File: src/rtl/rit_pkg.sv
package rit_pkg;
    typedef enum logic [1:0] {
        RA_CSR = 2'd0,
        RA_CNT = 2'd1,
        RA_CMP = 2'd2,
        RA_RC  = 2'd3
    } reg_addr_t;

    localparam int CSR_LMTS = 0;
    localparam int CSR_OVIE = 1;
    localparam int CSR_OVF  = 2;
    localparam int CSR_CMF  = 3;

    typedef enum logic {
        FLAG_LOW  = 1'b0,
        FLAG_HIGH = 1'b1
    } flag_state_t;
endpackage

File: src/rtl/rit_tick_sel.sv
module rit_tick_sel #(
    parameter int SEL_W = 3,
    localparam int NTICK = (1 << SEL_W) - 1
) (
    input  logic [SEL_W-1:0] tick_sel,
    input  logic [NTICK-1:0] tick_vec,
    input  logic             standby,
    output logic             tick
);
    logic tick_raw;

    always_comb begin
        tick_raw = 1'b0;
        for (int k = 1; k <= NTICK; k++) begin
            if (tick_sel == SEL_W'(k)) tick_raw = tick_vec[k-1];
        end
    end

    assign tick = tick_raw && !standby;
endmodule

File: src/rtl/rit_interval.sv
module rit_interval #(
    parameter int TMR_W = 8
) (
    input  logic             clk,
    input  logic             por_n,
    input  logic             mrst,
    input  logic             tick,
    input  logic             wr_cnt,
    input  logic             wr_cmp,
    input  logic [TMR_W-1:0] wdata,
    output logic [TMR_W-1:0] cnt_q,
    output logic [TMR_W-1:0] cmp_q,
    output logic             match,
    output logic             req_q
);
    assign match = tick && !wr_cnt && (cnt_q == cmp_q);

    always_ff @(posedge clk or negedge por_n) begin
        if (!por_n)      cnt_q <= '0;
        else if (wr_cnt) cnt_q <= wdata;
        else if (match)  cnt_q <= '0;
        else if (tick)   cnt_q <= cnt_q + 1'b1;
    end

    always_ff @(posedge clk or negedge por_n) begin
        if (!por_n)      cmp_q <= '0;
        else if (wr_cmp) cmp_q <= wdata;
    end

    always_ff @(posedge clk or negedge por_n) begin
        if (!por_n)    req_q <= 1'b0;
        else if (mrst) req_q <= 1'b0;
        else           req_q <= match;
    end
endmodule

File: src/rtl/rit_tally.sv
module rit_tally #(
    parameter int LIMIT_LO = 512,
    parameter int LIMIT_HI = 1024,
    localparam int RC_W = $clog2(LIMIT_HI + 1)
) (
    input  logic            clk,
    input  logic            por_n,
    input  logic            mrst,
    input  logic            bump,
    input  logic            lmts,
    input  logic            wr_rc,
    input  logic [RC_W-1:0] wdata,
    output logic [RC_W-1:0] rc_q,
    output logic            ovf_evt
);
    localparam logic [RC_W-1:0] LIM_LO_V = RC_W'(LIMIT_LO);
    localparam logic [RC_W-1:0] LIM_HI_V = RC_W'(LIMIT_HI);

    logic [RC_W-1:0] limit;

    assign limit   = lmts ? LIM_LO_V : LIM_HI_V;
    assign ovf_evt = bump && (rc_q == limit);

    always_ff @(posedge clk or negedge por_n) begin
        if (!por_n)       rc_q <= '0;
        else if (mrst)    rc_q <= '0;
        else if (wr_rc)   rc_q <= wdata;
        else if (ovf_evt) rc_q <= '0;
        else if (bump)    rc_q <= rc_q + 1'b1;
    end
endmodule

File: src/rtl/rit_flag.sv
module rit_flag
    import rit_pkg::*;
(
    input  logic clk,
    input  logic por_n,
    input  logic mrst,
    input  logic set_evt,
    input  logic sw_clr,
    output logic flag
);
    flag_state_t state_q, state_d;

    always_ff @(posedge clk or negedge por_n) begin
        if (!por_n) state_q <= FLAG_LOW;
        else        state_q <= state_d;
    end

    always_comb begin
        state_d = state_q;
        if (mrst) begin
            state_d = FLAG_LOW;
        end else begin
            unique case (state_q)
                FLAG_LOW:  if (set_evt) state_d = FLAG_HIGH;
                FLAG_HIGH: if (sw_clr && !set_evt) state_d = FLAG_LOW;
                default:   state_d = FLAG_LOW;
            endcase
        end
    end

    always_comb begin
        unique case (state_q)
            FLAG_HIGH: flag = 1'b1;
            default:   flag = 1'b0;
        endcase
    end
endmodule

File: src/rtl/refresh_interval_timer.sv
module refresh_interval_timer
    import rit_pkg::*;
#(
    parameter int TMR_W    = 8,
    parameter int SEL_W    = 3,
    parameter int LIMIT_LO = 512,
    parameter int LIMIT_HI = 1024,
    parameter int REG_W    = 11
) (
    input  logic                    clk,
    input  logic                    por_n,
    input  logic                    mrst,
    input  logic                    standby,
    input  logic [SEL_W-1:0]        tick_sel,
    input  logic [(1<<SEL_W)-2:0]   tick_vec,
    input  logic                    reg_we,
    input  logic [1:0]              reg_addr,
    input  logic [REG_W-1:0]        reg_wdata,
    output logic [REG_W-1:0]        reg_rdata,
    output logic                    refresh_req,
    output logic                    irq
);
    localparam int RC_W = $clog2(LIMIT_HI + 1);

    logic            tick, match, ovf_evt;
    logic            wr_csr, wr_cnt, wr_cmp, wr_rc;
    logic [TMR_W-1:0] cnt_q, cmp_q;
    logic [RC_W-1:0] rc_q;
    logic            ovie_q, lmts_q, cmf_q, ovf_q;

    assign wr_csr = reg_we && (reg_addr == RA_CSR);
    assign wr_cnt = reg_we && (reg_addr == RA_CNT);
    assign wr_cmp = reg_we && (reg_addr == RA_CMP);
    assign wr_rc  = reg_we && (reg_addr == RA_RC);

    rit_tick_sel #(.SEL_W(SEL_W)) u_sel (
        .tick_sel(tick_sel), .tick_vec(tick_vec), .standby(standby), .tick(tick)
    );

    rit_interval #(.TMR_W(TMR_W)) u_int (
        .clk(clk), .por_n(por_n), .mrst(mrst), .tick(tick),
        .wr_cnt(wr_cnt), .wr_cmp(wr_cmp), .wdata(reg_wdata[TMR_W-1:0]),
        .cnt_q(cnt_q), .cmp_q(cmp_q), .match(match), .req_q(refresh_req)
    );

    rit_tally #(.LIMIT_LO(LIMIT_LO), .LIMIT_HI(LIMIT_HI)) u_tally (
        .clk(clk), .por_n(por_n), .mrst(mrst), .bump(match), .lmts(lmts_q),
        .wr_rc(wr_rc), .wdata(reg_wdata[RC_W-1:0]), .rc_q(rc_q), .ovf_evt(ovf_evt)
    );

    rit_flag u_cmf (
        .clk(clk), .por_n(por_n), .mrst(mrst), .set_evt(match),
        .sw_clr(wr_csr && !reg_wdata[CSR_CMF]), .flag(cmf_q)
    );

    rit_flag u_ovf (
        .clk(clk), .por_n(por_n), .mrst(mrst), .set_evt(ovf_evt),
        .sw_clr(wr_csr && !reg_wdata[CSR_OVF]), .flag(ovf_q)
    );

    always_ff @(posedge clk or negedge por_n) begin
        if (!por_n) begin
            ovie_q <= 1'b0;
            lmts_q <= 1'b0;
        end else if (mrst) begin
            ovie_q <= 1'b0;
            lmts_q <= 1'b0;
        end else if (wr_csr) begin
            ovie_q <= reg_wdata[CSR_OVIE];
            lmts_q <= reg_wdata[CSR_LMTS];
        end
    end

    assign irq = ovf_q && ovie_q;

    always_comb begin
        unique case (reg_addr)
            RA_CSR:  reg_rdata = REG_W'({cmf_q, ovf_q, ovie_q, lmts_q});
            RA_CNT:  reg_rdata = REG_W'(cnt_q);
            RA_CMP:  reg_rdata = REG_W'(cmp_q);
            default: reg_rdata = REG_W'(rc_q);
        endcase
    end
endmodule

File: config.mk
export PLATFORM = sky130hd
export DESIGN_NAME = refresh_interval_timer
export DESIGN_NICKNAME = d
export VERILOG_FILES = /design/src/rtl/rit_pkg.sv /design/src/rtl/rit_tick_sel.sv /design/src/rtl/rit_interval.sv /design/src/rtl/rit_tally.sv /design/src/rtl/rit_flag.sv /design/src/rtl/refresh_interval_timer.sv
export SDC_FILE = /design/constraint.sdc
export NUM_CORES = 1
export LEC_CHECK = 0
export BUFFER_PORTS_ARGS = -buffer_cell sky130_fd_sc_hd__buf_4
export CORE_AREA = 2 2 78 80
export CTS_CLUSTER_DIAMETER = 200
export DETAILED_ROUTE_END_ITERATION = 7
export DIE_AREA = 0 0 80 82
export SLEW_MARGIN = 40
export SYNTH_ARGS = -nofsm -noshare
export SYNTH_HDL_FRONTEND = slang
export SYNTH_SLANG_ARGS = --single-unit
File: constraint.sdc
create_clock -name clk -period 2.39 [get_ports clk]
set_input_delay 0.1195 -clock clk [delete_from_list [all_inputs] [get_ports clk]]
set_output_delay 0.1195 -clock clk [all_outputs]
set_load 0.02 [all_outputs]
==> metrics.txt <==
# TYPE chip_impl_metric gauge
chip_impl_info{name="status",value="finished clean"} 1
chip_impl_metric{name="finalCoreUtilization",unit="%"} 47.69
chip_impl_metric{name="std_cell_rows",unit=""} 28
chip_impl_metric{name="synthDominantCellAreaShare",unit="%"} 36.36
chip_impl_metric{name="drc",unit=""} 0
chip_impl_metric{name="fillerInstances",unit=""} 564
chip_impl_metric{name="power_density",unit="nW/um2"} 638.9
chip_impl_metric{name="final-hold-violation-count",unit=""} 0
chip_impl_metric{name="cts.repair_timing.setup_buffer_count",unit=""} 0
chip_impl_info{name="grt_setup_unrepaired",value="no"} 1
chip_impl_metric{name="post_synth_edffs",unit=""} 0
chip_impl_metric{name="period_minus_slack",unit="ns"} 2.201
chip_impl_info{name="cts_root_buf",value="clkbuf_8"} 1
chip_impl_info{name="critical-path-slowest-cell",value="dfrtp_1"} 1
chip_impl_metric{name="drv_cap",unit=""} 0
chip_impl_info{name="largest_family_of_logic_cells_by_synthesized_area",value="simple AND/OR/NAND/NOR gates"} 1
chip_impl_metric{name="synth.area.mux_share",unit="%"} 11.65
chip_impl_metric{name="vias_in_the_first_global_route",unit=""} 2029
chip_impl_metric{name="synth_simple_gate_area_share",unit="%"} 26.59
chip_impl_metric{name="globalplace.congestion",unit=""} 0.7747
chip_impl_metric{name="yosys_warnings",unit=""} 0
chip_impl_metric{name="synthesized_area_fraction_occupied_by_xor_and_xnor_cells",unit="%"} 3.920
chip_impl_metric{name="drt-total-wl",unit="um"} 6407
chip_impl_metric{name="cts.htree.levels",unit=""} 2
chip_impl_metric{name="slew_headroom",unit="%"} 59.30
chip_impl_metric{name="critical_path.max_stage_delay",unit="ns"} 0.46
chip_impl_metric{name="die_height",unit="um"} 82
chip_impl_metric{name="switching_share",unit="%"} 32.81
chip_impl_metric{name="antenna_found_initial",unit=""} 0
chip_impl_metric{name="postSynthCellCount",unit=""} 233
chip_impl_metric{name="final_net_count",unit=""} 307
chip_impl_info{name="path_class",value="flop to flop"} 1
chip_impl_metric{name="drt-vias-per-instance",unit=""} 5.886
chip_impl_metric{name="global_route.overflow_total",unit=""} 0
chip_impl_metric{name="comb_power_share",unit="%"} 27.8
chip_impl_metric{name="ys_seq_area_share",unit="%"} 36.36
chip_impl_metric{name="max_freq",unit="MHz"} 454.3
chip_impl_metric{name="cts_max_path_buffers",unit=""} 2
chip_impl_metric{name="post_synth_num_cell_types",unit=""} 50
chip_impl_metric{name="fp.coreArea",unit="um2"} 5746
chip_impl_metric{name="drt_iter0_markers",unit=""} 149
chip_impl_metric{name="gr-usage-all-layers",unit="%"} 20.87
chip_impl_metric{name="initial_utilization",unit="%"} 38.33
chip_impl_metric{name="design.die.area",unit="um2"} 6560
chip_impl_metric{name="die_width",unit="um"} 80
chip_impl_metric{name="p_sw",unit="uW"} 574.5
chip_impl_metric{name="num_vias",unit=""} 2072
chip_impl_metric{name="final-max-slew-violation-count",unit=""} 0
chip_impl_metric{name="tightest_slew",unit="ns"} 0.6106
chip_impl_metric{name="power.sequential.fraction",unit="%"} 41.7
chip_impl_metric{name="timing.critical_path.required",unit="ns"} 2.54
chip_impl_metric{name="tritoncts.num_buffers",unit=""} 5
chip_impl_metric{name="area_fraction_in_compound_gates_after_synthesis",unit="%"} 16.48
chip_impl_metric{name="route.detailed.wl_per_inst",unit="um"} 18.20
chip_impl_info{name="worst_setup_path_start_kind",value="flop"} 1
chip_impl_metric{name="io_pins",unit=""} 41
chip_impl_info{name="synth_area_leaders",value="dfrtp_1, mux2_2, mux4_2"} 1
chip_impl_metric{name="synth.cell_area",unit="um2"} 2202
chip_impl_metric{name="dr.pass1.iters",unit=""} 4
chip_impl_metric{name="clkSlewWorstSetupHoldPaths",unit="ns"} 0.08
chip_impl_info{name="mostFrequentLayoutCells",value="buf_4, dfrtp_1, nand2_1, nor2_1, mux2_2"} 1
chip_impl_info{name="min_path_type",value="input port to flop"} 1
chip_impl_info{name="tritoncts",value="yes"} 1
chip_impl_metric{name="fin_crit_sh",unit="%"} 92.11
chip_impl_metric{name="num_antenna_cells",unit=""} 0
chip_impl_metric{name="fin_setup_tns",unit="ns"} 0
chip_impl_metric{name="largest_net_degree_at_the_start_of_global_routing",unit=""} 33
chip_impl_metric{name="insertion_delay",unit="ns"} 0.30
chip_impl_metric{name="setup_viol",unit=""} 0
chip_impl_metric{name="clkPwrFrac",unit="%"} 30.5
chip_impl_metric{name="cellLeakagePower",unit="uW"} 0.001152
chip_impl_info{name="crit_chain",value="xnor2_1 -> nand4_1 -> or2_4 -> or3_1 -> a2111oi_1"} 1
chip_impl_metric{name="ant_nets",unit=""} 0
chip_impl_metric{name="internal_power_of_the_cells",unit="uW"} 1176
chip_impl_metric{name="ys_ff_latch",unit=""} 32
chip_impl_info{name="timing.critical_path.to_type",value="flop"} 1
chip_impl_metric{name="worst-endpoint-arrival",unit="ns"} 2.35
chip_impl_info{name="dominantRegCellSynth",value="dfrtp_1"} 1
chip_impl_metric{name="clock_sinks",unit=""} 32
chip_impl_metric{name="global_route_wire_length_before_repair",unit="um"} 10230
chip_impl_info{name="final_common_cell",value="buf_4"} 1
chip_impl_metric{name="async_set_or_reset_flop_fraction_in_the_synthesized_netlist",unit="%"} 100.0
chip_impl_metric{name="fin_skew",unit="ns"} 0.009271
chip_impl_metric{name="share_of_synthesized_cell_area_in_full_adder_half_adder_and_majority_cells",unit="%"} 1.705
chip_impl_metric{name="layout-area-overhead-vs-synth",unit="%"} 24.43
chip_impl_metric{name="post_route_cells_drive_above_1_share",unit="%"} 29.96
chip_impl_metric{name="portBuffers",unit=""} 40
chip_impl_metric{name="worst_ir_drop_vdd",unit="V"} 0.0002842
chip_impl_metric{name="detailed_place_hpwl",unit="um"} 4590
chip_impl_metric{name="syn_avg_cell_area",unit="um2"} 9.451
chip_impl_metric{name="critical_path_peak_fanout",unit=""} 14
chip_impl_info{name="yosys.area.top_type",value="dfrtp_1"} 1
chip_impl_metric{name="syn_nets",unit=""} 264
-- path summary, 6_finish.rpt --
path	depth (start not counted)	from	slack, ns	end
min	3	reg_wdata[4]	0.08	u_int.cnt_q[4]
min reg2reg	2	ovie_q	0.54	ovie_q
max	5	u_int.cnt_q[4]	0.19	u_tally.rc_q[8]
min in group asynchronous	2	por_n	0.31	u_tally.rc_q[3]
max reg2reg	5	u_int.cnt_q[4]	0.19	u_tally.rc_q[8]
max in group asynchronous	2	por_n	1.77	u_tally.rc_q[9]
-- worst max-delay path, delay by kind of cell (launching register included) --
family	cells	cell delay [ns]
AO/OA/AOI/OAI	1	0.40
flip-flops	1	0.46
AND/OR/NAND/NOR	3	0.99
XOR/XNOR	1	0.20
-- state kept, by name (all words and copies together), names as in the netlist --
signal	count
ovie_q	1
u_int.cmp_q	8
u_ovf.state_q	1
u_int.req_q	1
u_int.cnt_q	8
u_tally.rc_q	11
u_cmf.state_q	1
lmts_q	1
-- what timing repair did --
action	4_1_cts	5_1_grt
hold buffers	1	0
endpoints found under the hold margin	32	0
endpoints found under the setup margin	0	4
resized for setup	0	1
-- area by class of cell --
| class | instances | area (um2) | area share, % |
|---|---|---|---|
| Tap cell | 75 | 93.84 | 3.425 |
| Clock inverter | 3 | 42.54 | 1.553 |
| Inverter | 3 | 11.26 | 0.4110 |
| Multi-Input combinational cell | 183 | 1338 | 48.81 |
| Sequential cell | 32 | 800.8 | 29.22 |
| Timing Repair Buffer | 51 | 385.4 | 14.06 |
| Clock buffer | 5 | 68.82 | 2.511 |
-- kinds of logic (layout without fill, tap and decap cells) --
kind of cell	after synthesis	after routing
mux	19	19
compound gates	49	49
fa+ha+maj	3	3
xor+xnor	9	9
simple gates	103	103
flops	32	32
buf+inv	18	62
-- power groups by stage --
stage	Combinational, uW	Sequential (uW)	Clock (uW)
2_1_floorplan	339	698	0
3_5_place_dp	484	740	0
3_3_place_gp	479	735	0
4_1_cts	488	729	546
6_report	487	730	534
5_1_grt	532	746	569
-- synth_stat cells (4+ instances only) --
cell type	number
a211oi_1	5
nor2b_1	8
a21oi_1	6
a22oi_1	5
nor3_1	5
mux4_2	4
and3_1	7
mux2_2	12
o21ai_0	7
nand2_1	19
nand3_1	8
a22o_1	4
clkbuf_1	9
dfrtp_1	32
nand4_1	5
o211ai_1	4
a221o_1	4
xnor2_1	7
nor4_1	7
a311oi_1	5
nor2_1	15
or4_1	5
nand3b_1	4
and4_1	4
-- metal layers --
layer | wire [um] | vias up | GRT usage [%]
li1 | - | 980 | -
met5 | 0 | - | 0
met4 | 86 | 0 | 8.475
met2 | 3054 | 65 | 34.50
met3 | 344 | 6 | 4.066
met1 | 2921 | 1021 | 26.89
-- stage by stage --
| step | std cells | instance area (um2) | hold slack, ns | worst slack, ns | power [uW] |
|---|---|---|---|---|---|
| global placement | 343 | 2610 | 0.09306 | 0.1359 | 1214 |
| CTS | 352 | 2738 | 0.07859 | 0.07196 | 1764 |
| detailed placement | 343 | 2616 | 0.09607 | 0.1075 | 1224 |
| global route | 352 | 2740 | 0.08212 | 0.03135 | 1846 |
| floorplan | 233 | 2202 | -0.1761 | 0.4124 | 1037 |
| finish | 352 | 2740 | 0.08126 | 0.1886 | 1751 |
Power figures use the tool's default switching activity.
